File: config.mk
export PLATFORM = sky130hd
export DESIGN_NAME = hostlink_mbox
export DESIGN_NICKNAME = d
export VERILOG_FILES = /design/src/rtl/hostlink_pkg.sv /design/src/rtl/hostlink_decode.sv /design/src/rtl/hostlink_regs.sv /design/src/rtl/hostlink_mbox.sv
export SDC_FILE = /design/constraint.sdc
export NUM_CORES = 1
export LEC_CHECK = 0
export BUFFER_PORTS_ARGS = -buffer_cell sky130_fd_sc_hd__buf_2
export CAP_MARGIN = 20
export CORE_MARGIN = 2
export CORE_UTILIZATION = 62
export DETAILED_ROUTE_END_ITERATION = 16
export GPL_TIMING_DRIVEN = 0
export PLACE_DENSITY = 0.85
export SLEW_MARGIN = 30
export SYNTH_ARGS = -nofsm -noshare
export SYNTH_HDL_FRONTEND = slang
export SYNTH_SLANG_ARGS = --single-unit
File: constraint.sdc
create_clock -name clk -period 4 [get_ports clk]
set_input_delay 0.4 -clock clk [delete_from_list [all_inputs] [get_ports clk]]
set_output_delay 0.4 -clock clk [all_outputs]
set_load 0.1 [all_outputs]
File: src/rtl/hostlink_pkg.sv
package hostlink_pkg;
  localparam int unsigned WORD_W  = 32;
  localparam int unsigned REG_W   = 2 * WORD_W;
  localparam int unsigned FIELD_W = 8;
  localparam int unsigned DEV_LSB = REG_W - FIELD_W;
  localparam int unsigned CMD_LSB = REG_W - 2 * FIELD_W;
  localparam int unsigned NWORDS  = 4;

  localparam logic [FIELD_W-1:0] DEV_CONSOLE = 8'd1;
  localparam logic [FIELD_W-1:0] CMD_PUTC    = 8'd1;
  localparam logic [FIELD_W-1:0] CMD_DROP    = 8'd0;

  typedef enum logic [2:0] {
    ACT_NONE,
    ACT_OFF,
    ACT_PUTC,
    ACT_DROP,
    ACT_BAD
  } act_e;

  typedef enum logic [1:0] {
    SEL_OUT_LO = 2'd0,
    SEL_OUT_HI = 2'd1,
    SEL_RET_LO = 2'd2,
    SEL_RET_HI = 2'd3
  } sel_e;
endpackage

File: src/rtl/hostlink_decode.sv
module hostlink_decode
  import hostlink_pkg::*;
#(
  parameter int unsigned RW = REG_W
) (
  input  logic          trig,
  input  logic [RW-1:0] value,
  output act_e          act
);
  localparam int unsigned DL = RW - FIELD_W;
  localparam int unsigned CL = RW - 2 * FIELD_W;

  logic [FIELD_W-1:0] dev;
  logic [FIELD_W-1:0] cmd;

  assign dev = value[DL +: FIELD_W];
  assign cmd = value[CL +: FIELD_W];

  // Priority order: exact-one, console put, console drop, then everything else.
  always_comb begin
    act = ACT_NONE;
    if (trig) begin
      if (value == RW'(1))
        act = ACT_OFF;
      else if (dev == DEV_CONSOLE && cmd == CMD_PUTC)
        act = ACT_PUTC;
      else if (dev == DEV_CONSOLE && cmd == CMD_DROP)
        act = ACT_DROP;
      else
        act = ACT_BAD;
    end
  end
endmodule

File: src/rtl/hostlink_regs.sv
module hostlink_regs
  import hostlink_pkg::*;
#(
  parameter int unsigned W = WORD_W
) (
  input  logic           clk,
  input  logic           rst_n,
  input  logic           wr_en,
  input  logic [1:0]     wr_sel,
  input  logic [W-1:0]   wr_data,
  input  act_e           act,
  input  logic [1:0]     rd_sel,
  output logic [W-1:0]   rd_data,
  output logic [W-1:0]   out_lo
);
  localparam int unsigned RW = 2 * W;
  localparam logic [RW-1:0] ACK_VAL =
    {DEV_CONSOLE, CMD_PUTC, {(RW - 2 * FIELD_W){1'b0}}};

  logic [W-1:0] word_q [NWORDS];
  logic [W-1:0] word_d [NWORDS];
  logic         word_en[NWORDS];

  genvar gi;
  generate
    for (gi = 0; gi < NWORDS; gi++) begin : g_word
      localparam bit IS_OUT = (gi < 2);
      localparam int unsigned HALF = gi % 2;

      always_comb begin
        word_d[gi]  = word_q[gi];
        word_en[gi] = 1'b0;
        if (wr_en && wr_sel == 2'(gi)) begin
          word_d[gi]  = wr_data;
          word_en[gi] = 1'b1;
        end
        if (IS_OUT && (act == ACT_PUTC || act == ACT_DROP)) begin
          word_d[gi]  = '0;
          word_en[gi] = 1'b1;
        end
        if (!IS_OUT && act == ACT_PUTC) begin
          word_d[gi]  = ACK_VAL[HALF*W +: W];
          word_en[gi] = 1'b1;
        end
      end

      always_ff @(posedge clk or negedge rst_n) begin
        if (!rst_n)
          word_q[gi] <= '0;
        else if (word_en[gi])
          word_q[gi] <= word_d[gi];
      end
    end
  endgenerate

  assign rd_data = word_q[rd_sel];
  assign out_lo  = word_q[0];
endmodule

File: src/rtl/hostlink_mbox.sv
module hostlink_mbox
  import hostlink_pkg::*;
#(
  parameter int unsigned DATA_W = WORD_W
) (
  input  logic              clk,
  input  logic              rst_n,
  input  logic              bus_we,
  input  logic [1:0]        bus_word,
  input  logic [DATA_W-1:0] bus_wdata,
  output logic [DATA_W-1:0] bus_rdata,
  output logic              off_pulse,
  output logic              cons_valid,
  output logic [7:0]        cons_byte,
  output logic              unsup_err
);
  localparam int unsigned RW = 2 * DATA_W;

  logic [DATA_W-1:0] out_lo;
  logic [RW-1:0]     merged;
  logic              trig;
  act_e              act;

  logic       off_d, putc_d, err_d;
  logic [7:0] byte_d;
  logic       off_q, putc_q, err_q;
  logic [7:0] byte_q;

  assign trig   = bus_we && (bus_word == SEL_OUT_HI);
  assign merged = {bus_wdata, out_lo};

  hostlink_decode #(.RW(RW)) u_dec (
    .trig  (trig),
    .value (merged),
    .act   (act)
  );

  hostlink_regs #(.W(DATA_W)) u_regs (
    .clk     (clk),
    .rst_n   (rst_n),
    .wr_en   (bus_we),
    .wr_sel  (bus_word),
    .wr_data (bus_wdata),
    .act     (act),
    .rd_sel  (bus_word),
    .rd_data (bus_rdata),
    .out_lo  (out_lo)
  );

  always_comb begin
    off_d  = (act == ACT_OFF);
    putc_d = (act == ACT_PUTC);
    err_d  = err_q | (act == ACT_BAD);
    byte_d = putc_d ? merged[7:0] : byte_q;
  end

  always_ff @(posedge clk or negedge rst_n) begin
    if (!rst_n) begin
      off_q  <= 1'b0;
      putc_q <= 1'b0;
      err_q  <= 1'b0;
      byte_q <= '0;
    end else begin
      off_q  <= off_d;
      putc_q <= putc_d;
      err_q  <= err_d;
      byte_q <= byte_d;
    end
  end

  assign off_pulse  = off_q;
  assign cons_valid = putc_q;
  assign cons_byte  = byte_q;
  assign unsup_err  = err_q;
endmodule

==> flow_summary.json, run 1 <==
{
  "status": "finished clean",
  "fmax_mhz": 357,
  "die-area_um2": 11100,
  "ys_warn_count": 0,
  "drive_gt1_frac": 0.254,
  "wirelength_um": 18900,
  "crit_path_end_kind": "primary output",
  "slew-limit-headroom": 0.409,
  "wire_per_inst_um": 22.3,
  "yosysTopAreaCellShare": 0.546,
  "critPathLaunchType": "primary input",
  "peakVddDrop_mv": 0.404,
  "rows": 37,
  "rsz0062_at_grt": "no",
  "netlist_top_cells_area": "dfrtp_1 (55%), mux4_2 (11%), nand2_1 (11%)",
  "synth_nets": 634,
  "period_needed_ps": 2800,
  "synth_flop_cell": "dfrtp_1",
  "drc": 0,
  "cap_violations": 0,
  "coreArea_um2": 10100,
  "place_ws_ps": 1280,
  "cts_buffers": 17,
  "cts_resized": 0,
  "maxSlewViolCount": 0,
  "htree_levels": 4,
  "power.density_nw_per_um2": 603,
  "place.gp.congestion": 0.899,
  "hold_viol": 0,
  "io_pins": 80,
  "grt_use_total": 0.357,
  "synth_area_um2": 6370,
  "final_area_um2": 7630,
  "synth_area_leader_cell": "dfrtp_1",
  "fp.dieW_um": 105,
  "tns_ps": 0,
  "worst_path_largest_cell_delay_ps": 670,
  "ys_seq_elements": 139,
  "clock_latency_ps": 540,
  "cts_sinks": 139,
  "synthArstFlopShare": 1.00,
  "dieHeight_um": 105,
  "setup_viol": 0,
  "vias": 5610,
  "crit_slowest_cell": "clkbuf_1",
  "antenna_cells": 0,
  "n_fill_cell": 661,
  "worstMarginPinSlew_ps": 880,
  "hp-class": "in -> reg",
  "synth_cells": 597,
  "p_leak_nw": 3.43,
  "synth.avg_cell_area_um2": 10.7,
  "cp.required_ps": 3600,
  "finClkSkew_ps": 7.57,
  "grt_max_degree": 81,
  "synth_edf_count": 0,
  "path_cells": "buf_2, clkbuf_1, clkbuf_1, mux4_2, buf_2",
  "via_per_inst": 6.64,
  "ant_nets": 0,
  "seq_area_frac_synth": 0.546,
  "grt_pass1_wl_um": 29700,
  "area_delta_synth_final_pct": 19.7,
  "start_util": 0.629,
  "path_clk_slew_ps": 70,
  "post-dp-hpwl_um": 12300,
  "antenna_found_initial": 0,
  "final_nets": 733,
  "period_share": 0.701,
  "crit_arrival_ps": 2400,
  "cts_buffer_depth": 2,
  "postPlaceCellArea_um2": 6970,
  "grt_pass1_vias": 5630,
  "root_buffer": "clkbuf_8",
  "cts_tree": "yes",
  "path_class": "in -> out",
  "crit_fanout": 10,
  "grt_overflow": 0,
  "first_pass_iters": 7,
  "setup_ws_ps": 1200,
  "ys_types": 34,
  "finalCoreUtilization": 0.753,
  "portBuffers": 78,
  "drt_iter0_drc": 643
}
power breakdown:
part	leakage, nW	internal, mW	switching [mW]
Clock	0.308	1.10	0.626
Sequential	1.74	1.62	0.164
Combinational	1.38	0.296	0.799
cells in the mapped netlist (2+ instances only):
master,count
buf_2,5
o31ai_1,2
nand2_1,191
a22o_1,18
buf_4,4
nor3_1,2
dfrtp_1,139
nor4_2,3
clkbuf_1,34
inv_1,2
a21oi_1,51
mux4_2,32
mux2_1,3
nand3b_1,2
o21ai_0,42
nor4_1,21
mux2_2,19
nand3_1,4
nor2_1,5
nand4_1,4
registers in the layout (all words and copies together) (netlist names):
signal / count
cons_byte: 8
unsup_err: 1
cons_valid: 1
u_regs.out_lo: 32
off_pulse: 1
u_regs.word_q: 96
critical path: cells and delay by family:
kind                   cells  cell delay (ps)
buffers and inverters      4             1620
muxes                      1              370
routing by layer:
layer,track usage,share of wire,vias up
li1,-,-,2315
met1,0.447,0.35,2762
met2,0.582,0.50,447
met3,0.0959,0.11,86
met4,0.170,0.041,0
met5,0,0,-
per-stage QoR:
stage	total power, mW	instances	hold slack (ps)
after floorplan	2.61	597	104
after global placement	2.82	811	461
after detailed placement	2.87	812	363
after CTS	4.59	845	139
after global routing	4.73	845	149
final	4.60	845	139
area by class of cell:
type	instances	area, µm²	area share
tap	136	170	0.0223
clock inverter	14	218	0.0285
multi-input combinational	412	2710	0.354
buffer	44	186	0.0244
timing repair buffer	80	438	0.0574
inverter	2	7.51	0.000984
clock buffer	18	428	0.0561
sequential	139	3480	0.456
repair_timing:
item | 4_1_cts | 5_1_grt
endpoints found under the hold margin | 59 | 0
buffers inserted | 0 | 0
hold buffers | 1 | 0
worst paths after layout:
| check | from | end | slack, ps | cells after the start |
|---|---|---|---|---|
| worst min register to register | cons_byte[5]$_DFFE_PN0P_ | cons_byte[5]$_DFFE_PN0P_ | 490 | 1 |
| max in group asynchronous | rst_n | u_regs.word_q[23]$_DFFE_PN0P_ | 2860 | 3 |
| min in group asynchronous | rst_n | cons_byte[3]$_DFFE_PN0P_ | 380 | 2 |
| worst min-delay path | bus_wdata[18] | u_regs.out_lo[18]$_DFFE_PN0P_ | 140 | 3 |
| worst max-delay path | bus_word[1] | bus_rdata[27] | 1200 | 5 |
| worst max register to register | u_regs.out_lo[2]$_DFFE_PN0P_ | off_pulse$_DFF_PN0_ | 1960 | 4 |
cells in the final DEF, fill, tap and decap left out, types with 2 or more instances in the layout:
cell type	count
a21oi_1	50
a22o_1	18
buf_2	82
buf_4	4
bufinv_16	5
clkbuf_1	34
clkbuf_16	16
clkbuf_8	2
clkinv_2	2
clkinv_4	2
clkinvlp_4	3
dfrtp_1	139
inv_1	2
inv_6	2
mux2_1	3
mux2_2	19
mux4_2	32
nand2_1	191
nand3_1	4
nand3b_1	2
nand4_1	4
nor2_1	5
nor3_1	2
nor4_1	21
nor4_2	3
o21ai_0	42
o31ai_1	2
cell families after synthesis:
kind of cell           Yosys count  synth area share
DFF                            139             0.546
muxes                           54             0.152
buffers and inverters           46            0.0304
AOI/OAI and AO/OA              116             0.104
and+or+nand+nor                242             0.168
No activity file was read; power rests on OpenSTA's default activity.
==> inputs of run 2 (changes only) <==
ABC_AREA = 1   (was unset)
CORE_UTILIZATION = 58   (was 62)
PLACE_DENSITY = 0.8   (was 0.85)
clock period = 2.6 ns   (was 4 ns; I/O delays follow)
==> run 2 against run 1 <==
Compared with the run above:
- sequential power up 52%
- sequential share of layout area down 1.7 points
- synthesized cell count up 37%
- core utilization down 2.5 points
- first-iteration DRC count up 34%
- critical path depth up 1
- worst hold slack worse by 120 ps
- clock power up 29%
==> flow_summary.json, run 2 <==
{
  "first_pass_iters": 7,
  "n_fill_cell": 824,
  "cap_violations": 0,
  "synth_nets": 852,
  "hold_start": "bus_wdata[14]",
  "vias": 6523,
  "ys_types": 17,
  "rsz0062_at_grt": "no",
  "cts_tree": "yes",
  "postCtsSetupRepairBufs": 0,
  "setup_ws_ps": 177,
  "grt_max_degree": 76,
  "p_sw_mw": 2.23,
  "dieHeight_um": 110,
  "synth.avg_cell_area_um2": 7.95,
  "synth_cells": 815,
  "drive_gt1_frac": 0.137,
  "status": "finished clean",
  "period_share": 0.932,
  "hold_viol": 0,
  "portBuffers": 79,
  "final_nets": 980,
  "ys_seq_elements": 139,
  "period_needed_ps": 2420,
  "root_buffer": "clkbuf_8",
  "p_total_mw": 6.44,
  "wire_per_inst_um": 18.9,
  "synth_area_leader_cell": "dfrtp_1",
  "clkPwrFrac": 0.345,
  "slew-limit-headroom": 0.427,
  "setup_viol": 0,
  "cp.required_ps": 2340,
  "worstMarginPinSlew_ps": 859,
  "path_class": "in -> out",
  "grt_pass1_vias": 6341,
  "area_delta_synth_final_pct": 22.2,
  "worstReg2RegStart": "u_regs.out_lo[8]$_DFFE_PN0P_",
  "synthArstFlopShare": 1.00,
  "pwr-share-comb": 0.236,
  "drc": 0,
  "critPathLaunchType": "primary input",
  "netlist_top_cells_area": "dfrtp_1 (54%), nand2_1 (18%), nand3_1 (14%)",
  "path_buf_inv": 3,
  "crit_path_end_kind": "primary output",
  "pwr-share-seq": 0.419,
  "ys_top_cells_by_count": "nand2_1 (318), nand3_1 (177), dfrtp_1 (139)",
  "yosysTopAreaCellShare": 0.537,
  "io_pins": 80,
  "path_cells": "buf_2, nor2_1, clkbuf_1, a22oi_1, nand3_1, buf_2",
  "yosysMostFrequentCell": "nand2_1",
  "rows": 38,
  "tns_ps": 0,
  "fp.dieW_um": 110,
  "crit_arrival_ps": 2160,
  "startpoint": "bus_word[0]",
  "antenna_cells": 0,
  "fmax_mhz": 413,
  "finClkSkew_ps": 2.89,
  "place.gp.congestion": 0.959,
  "final_common_cell": "nand2_1",
  "coreArea_um2": 10900,
  "power.density_nw_per_um2": 812,
  "antenna_found_initial": 0,
  "p_leak_nw": 4.19,
  "grt_use_total": 0.368,
  "place_ws_ps": 294,
  "grt_pass1_wl_um": 32400,
  "crit_slowest_cell": "clkbuf_1",
  "via_per_inst": 5.96,
  "wirelength_um": 20700,
  "path_delay_family": "buffers and inverters",
  "worst_path_largest_cell_delay_ps": 640,
  "peakVddDrop_mv": 0.606,
  "clock_latency_ps": 550,
  "synth_area_um2": 6480,
  "synth_flop_cell": "dfrtp_1",
  "seq_area_frac_synth": 0.537,
  "cts_buffer_depth": 2,
  "cts_resized": 0,
  "htree_levels": 4,
  "start_util": 0.595,
  "cts_buffers": 17,
  "path_clk_slew_ps": 60,
  "synth_edf_count": 0,
  "ys_warn_count": 0,
  "swShare": 0.346,
  "critical_path.most_common_cell": "buf_2",
  "largest_reg_flops": 96,
  "post-dp-hpwl_um": 13600,
  "hp-class": "in -> reg",
  "regMostFlops": "u_regs.word_q",
  "most-common-layout-cells": "nand2_1 (318), nand3_1 (177), dfrtp_1 (139)",
  "die-area_um2": 12000,
  "p_int_mw": 4.21,
  "crit_fanout": 10,
  "finalCoreUtilization": 0.728,
  "grt_overflow": 0,
  "ant_nets": 0,
  "maxSlewViolCount": 0,
  "cts_sinks": 139,
  "drt_iter0_drc": 863
}
## run 2: path summary, 6_finish.rpt
| check | endpoint | slack (ps) | cells past startpoint |
|---|---|---|---|
| min | u_regs.word_q[78]$_DFFE_PN0P_ | 20 | 3 |
| max | bus_rdata[20] | 180 | 6 |
| max reg2reg | unsup_err$_DFF_PN0_ | 1290 | 8 |
| min reg2reg | u_regs.word_q[90]$_DFFE_PN0P_ | 470 | 2 |
| max in group asynchronous | u_regs.word_q[81]$_DFFE_PN0P_ | 1650 | 3 |
| min in group asynchronous | cons_byte[0]$_DFFE_PN0P_ | 230 | 2 |
## run 2: routing by layer
metal  share of wire  GRT usage  routed length (µm)
met1            0.36      0.455                7520
met2            0.48      0.588                9860
met3            0.12     0.0984                2390
met4           0.046      0.200                 949
met5               0          0                   0
## run 2: worst reg2reg max path: stages (launching register included)
cell and delay (ps):
dfrtp_1 420, nor2_1 160, nand2_1 70, nor2_1 160, nand2_1 80, nor2_1 90, nand2_1 70, nand2_1 90
nand2_1 70
## run 2: layout make-up
class	instances	area, µm²	share of cell area
Tap cell	140	175	0.0221
Inverter	17	63.8	0.00805
Multi-Input combinational cell	605	2710	0.341
Clock buffer	30	543	0.0685
Timing Repair Buffer	109	723	0.0913
Sequential cell	139	3480	0.439
Buffer	54	235	0.0297
## run 2: logic make-up after synthesis
kind of cell | synth area share
AOI/OAI and AO/OA | 0.0614
buffers and inverters | 0.0461
and+or+nand+nor | 0.356
DFF | 0.537
## run 2: power groups by stage
stage               logic (mW)  registers, mW  clock network (mW)
global placement          1.43           2.70                   0
floorplan                 1.14           2.66                   0
finish                    1.52           2.70                2.22
detailed placement        1.47           2.72                   0
CTS                       1.51           2.68                2.24
global route              1.63           2.72                2.32
## run 2: metrics by stage
| step | hold slack (ps) | cells | instance area (µm²) |
|---|---|---|---|
| finish | 17.0 | 1094 | 7920 |
| global route | 14.6 | 1094 | 7920 |
| CTS | 2.04 | 1094 | 7920 |
| detailed placement | 232 | 1035 | 7090 |
| global placement | 444 | 1034 | 7050 |
| floorplan | -35.6 | 815 | 6480 |
## run 2: what timing repair did
item,4_1_cts,5_1_grt
endpoints found under the setup margin,0,0
hold endpoints to repair,148,0
hold buffers,29,0
==> inputs of run 3 (changes only) <==
clock period = 2.4 ns   (was 2.6 ns; I/O delays follow)
==> run 3 against run 2 <==
Compared with the run above:
- global-route usage rose by 0.14 points
- combinational power increased by 9%
- critical path type unchanged
- largest cell class unchanged
- largest power group unchanged
- critical path depth is the same
- die area did not move
- highest routed layer unchanged
- worst setup slack got worse by 150 ps
- via count decreased by 0.20%
- worst hold slack improved by 190 ps
- register-to-register slack worse by 190 ps
==> flow_summary.json, run 3 (synthesized netlist as in run 2, its figures left out) <==
{
  "start_util": 0.595,
  "slew-limit-headroom": 0.471,
  "seq_area_um2": 3480,
  "setup_viol": 0,
  "grt_max_degree": 76,
  "maxSlewViolCount": 0,
  "clock_latency_ps": 550,
  "grt_pass1_vias": 6388,
  "io_pins": 80,
  "htree_levels": 4,
  "cap_violations": 0,
  "final_common_cell": "nand2_1",
  "largest_reg_flops": 96,
  "drive_gt1_frac": 0.140,
  "area_delta_synth_final_pct": 22.9,
  "power.density_nw_per_um2": 875,
  "grt_overflow": 0,
  "place.gp.congestion": 0.959,
  "cts_tree": "yes",
  "drc": 0,
  "multi_input_area_um2": 2710,
  "hold_ws_ps": 202,
  "rows": 38,
  "portBuffers": 79,
  "die-area_um2": 12000,
  "crit_arrival_ps": 2130,
  "path_clk_slew_ps": 60,
  "worstMarginPinSlew_ps": 793,
  "cts_sinks": 139,
  "coreArea_um2": 10900,
  "dp.cells": 1035,
  "period_share": 0.987,
  "grt_pass1_wl_um": 32500,
  "cts_buffers": 17,
  "wirelength_um": 20700,
  "antenna_found_initial": 0,
  "p_leak_nw": 4.22,
  "peakVddDrop_mv": 0.655,
  "hold_viol": 0,
  "n_fill_cell": 822,
  "path_class": "in -> out",
  "cts_buffer_depth": 2,
  "status": "finished clean",
  "regMostFlops": "u_regs.word_q",
  "rsz0062_at_grt": "no",
  "crit_path_end_kind": "primary output",
  "fmax_mhz": 422,
  "critPathLaunchType": "primary input",
  "antenna_cells": 0,
  "cp.required_ps": 2160,
  "hp-class": "in -> reg",
  "crit_fanout": 10,
  "postPlaceCellArea_um2": 7090,
  "grt_use_total": 0.369,
  "most-common-layout-cells": "nand2_1 (318), nand3_1 (177), dfrtp_1 (139)",
  "ant_nets": 0,
  "first_pass_iters": 6,
  "final_cells": 1098,
  "fp.dieW_um": 110,
  "dieHeight_um": 110,
  "final_nets": 984,
  "finClkSkew_ps": 5.97,
  "wire_per_inst_um": 18.8,
  "root_buffer": "clkbuf_8",
  "post-dp-hpwl_um": 13600,
  "via_per_inst": 5.93,
  "final_area_um2": 7970,
  "drt_iter0_drc": 831,
  "vias": 6510,
  "period_needed_ps": 2370
}
==> run 3: critical path, cell delays in order <==
cell and delay (ps):
buf_2 130, nor2_1 330, clkbuf_1 650, a22oi_1 210, nand3_1 130, buf_2 430
==> run 3: stage by stage <==
step | setup TNS, ps | utilization | worst slack (ps) | power [mW]
after floorplan | 0 | - | 545 | 4.13
after global placement | -101430 | 0.648 | -737 | 4.48
after detailed placement | 0 | 0.651 | 134 | 4.54
after CTS | 0 | 0.731 | 125 | 6.97
after global routing | 0 | 0.732 | 3.71 | 7.24
final | 0 | 0.732 | 30.2 | 6.97
==> run 3: per-layer routing <==
| metal | routed length [µm] | track usage | share of wire | up-vias |
|---|---|---|---|---|
| li1 | - | - | - | 2947 |
| met1 | 7470 | 0.451 | 0.36 | 3050 |
| met2 | 9990 | 0.593 | 0.48 | 429 |
| met3 | 2330 | 0.0990 | 0.11 | 84 |
| met4 | 877 | 0.206 | 0.042 | 0 |
| met5 | 0 | 0 | 0 | - |
==> run 3: what timing repair did <==
| action | 4_1_cts | 5_1_grt |
|---|---|---|
| hold buffers | 33 | 0 |
| resized for setup | 0 | 6 |
| setup buffers | 0 | 0 |
| setup endpoints to repair | 0 | 9 |
| hold endpoints to repair | 182 | 0 |
==> run 3: worst paths after layout <==
path                            cells past startpoint  slack [ps]                       endpoint                           from
worst max register to register                      8        1100            unsup_err$_DFF_PN0_   u_regs.out_lo[8]$_DFFE_PN0P_
min in group asynchronous                           2         210       cons_byte[0]$_DFFE_PN0P_                          rst_n
worst max-delay path                                6          30                  bus_rdata[30]                    bus_word[0]
worst min-delay path                                5         200  u_regs.word_q[65]$_DFFE_PN0P_                    bus_word[0]
max in group asynchronous                           3        1460  u_regs.word_q[86]$_DFFE_PN0P_                          rst_n
worst min register to register                      2         470  u_regs.word_q[90]$_DFFE_PN0P_  u_regs.word_q[90]$_DFFE_PN0P_
==> run 3: where the power goes <==
| group | internal [mW] | total, mW | leakage [nW] | switching, mW |
|---|---|---|---|---|
| clock network | 1.48 | 2.40 | 0.268 | 0.922 |
| registers | 2.69 | 2.92 | 1.74 | 0.230 |
| logic | 0.395 | 1.65 | 2.21 | 1.25 |
| total | 4.57 | 6.97 | 4.22 | 2.40 |
==> run 3: cell type report <==
class	count	share of cell area
buffer	54	0.0300
clock buffer	30	0.0682
inverter	17	0.00801
multi-input combinational	605	0.340
sequential	139	0.437
tap	140	0.0220
timing repair buffer	113	0.0958
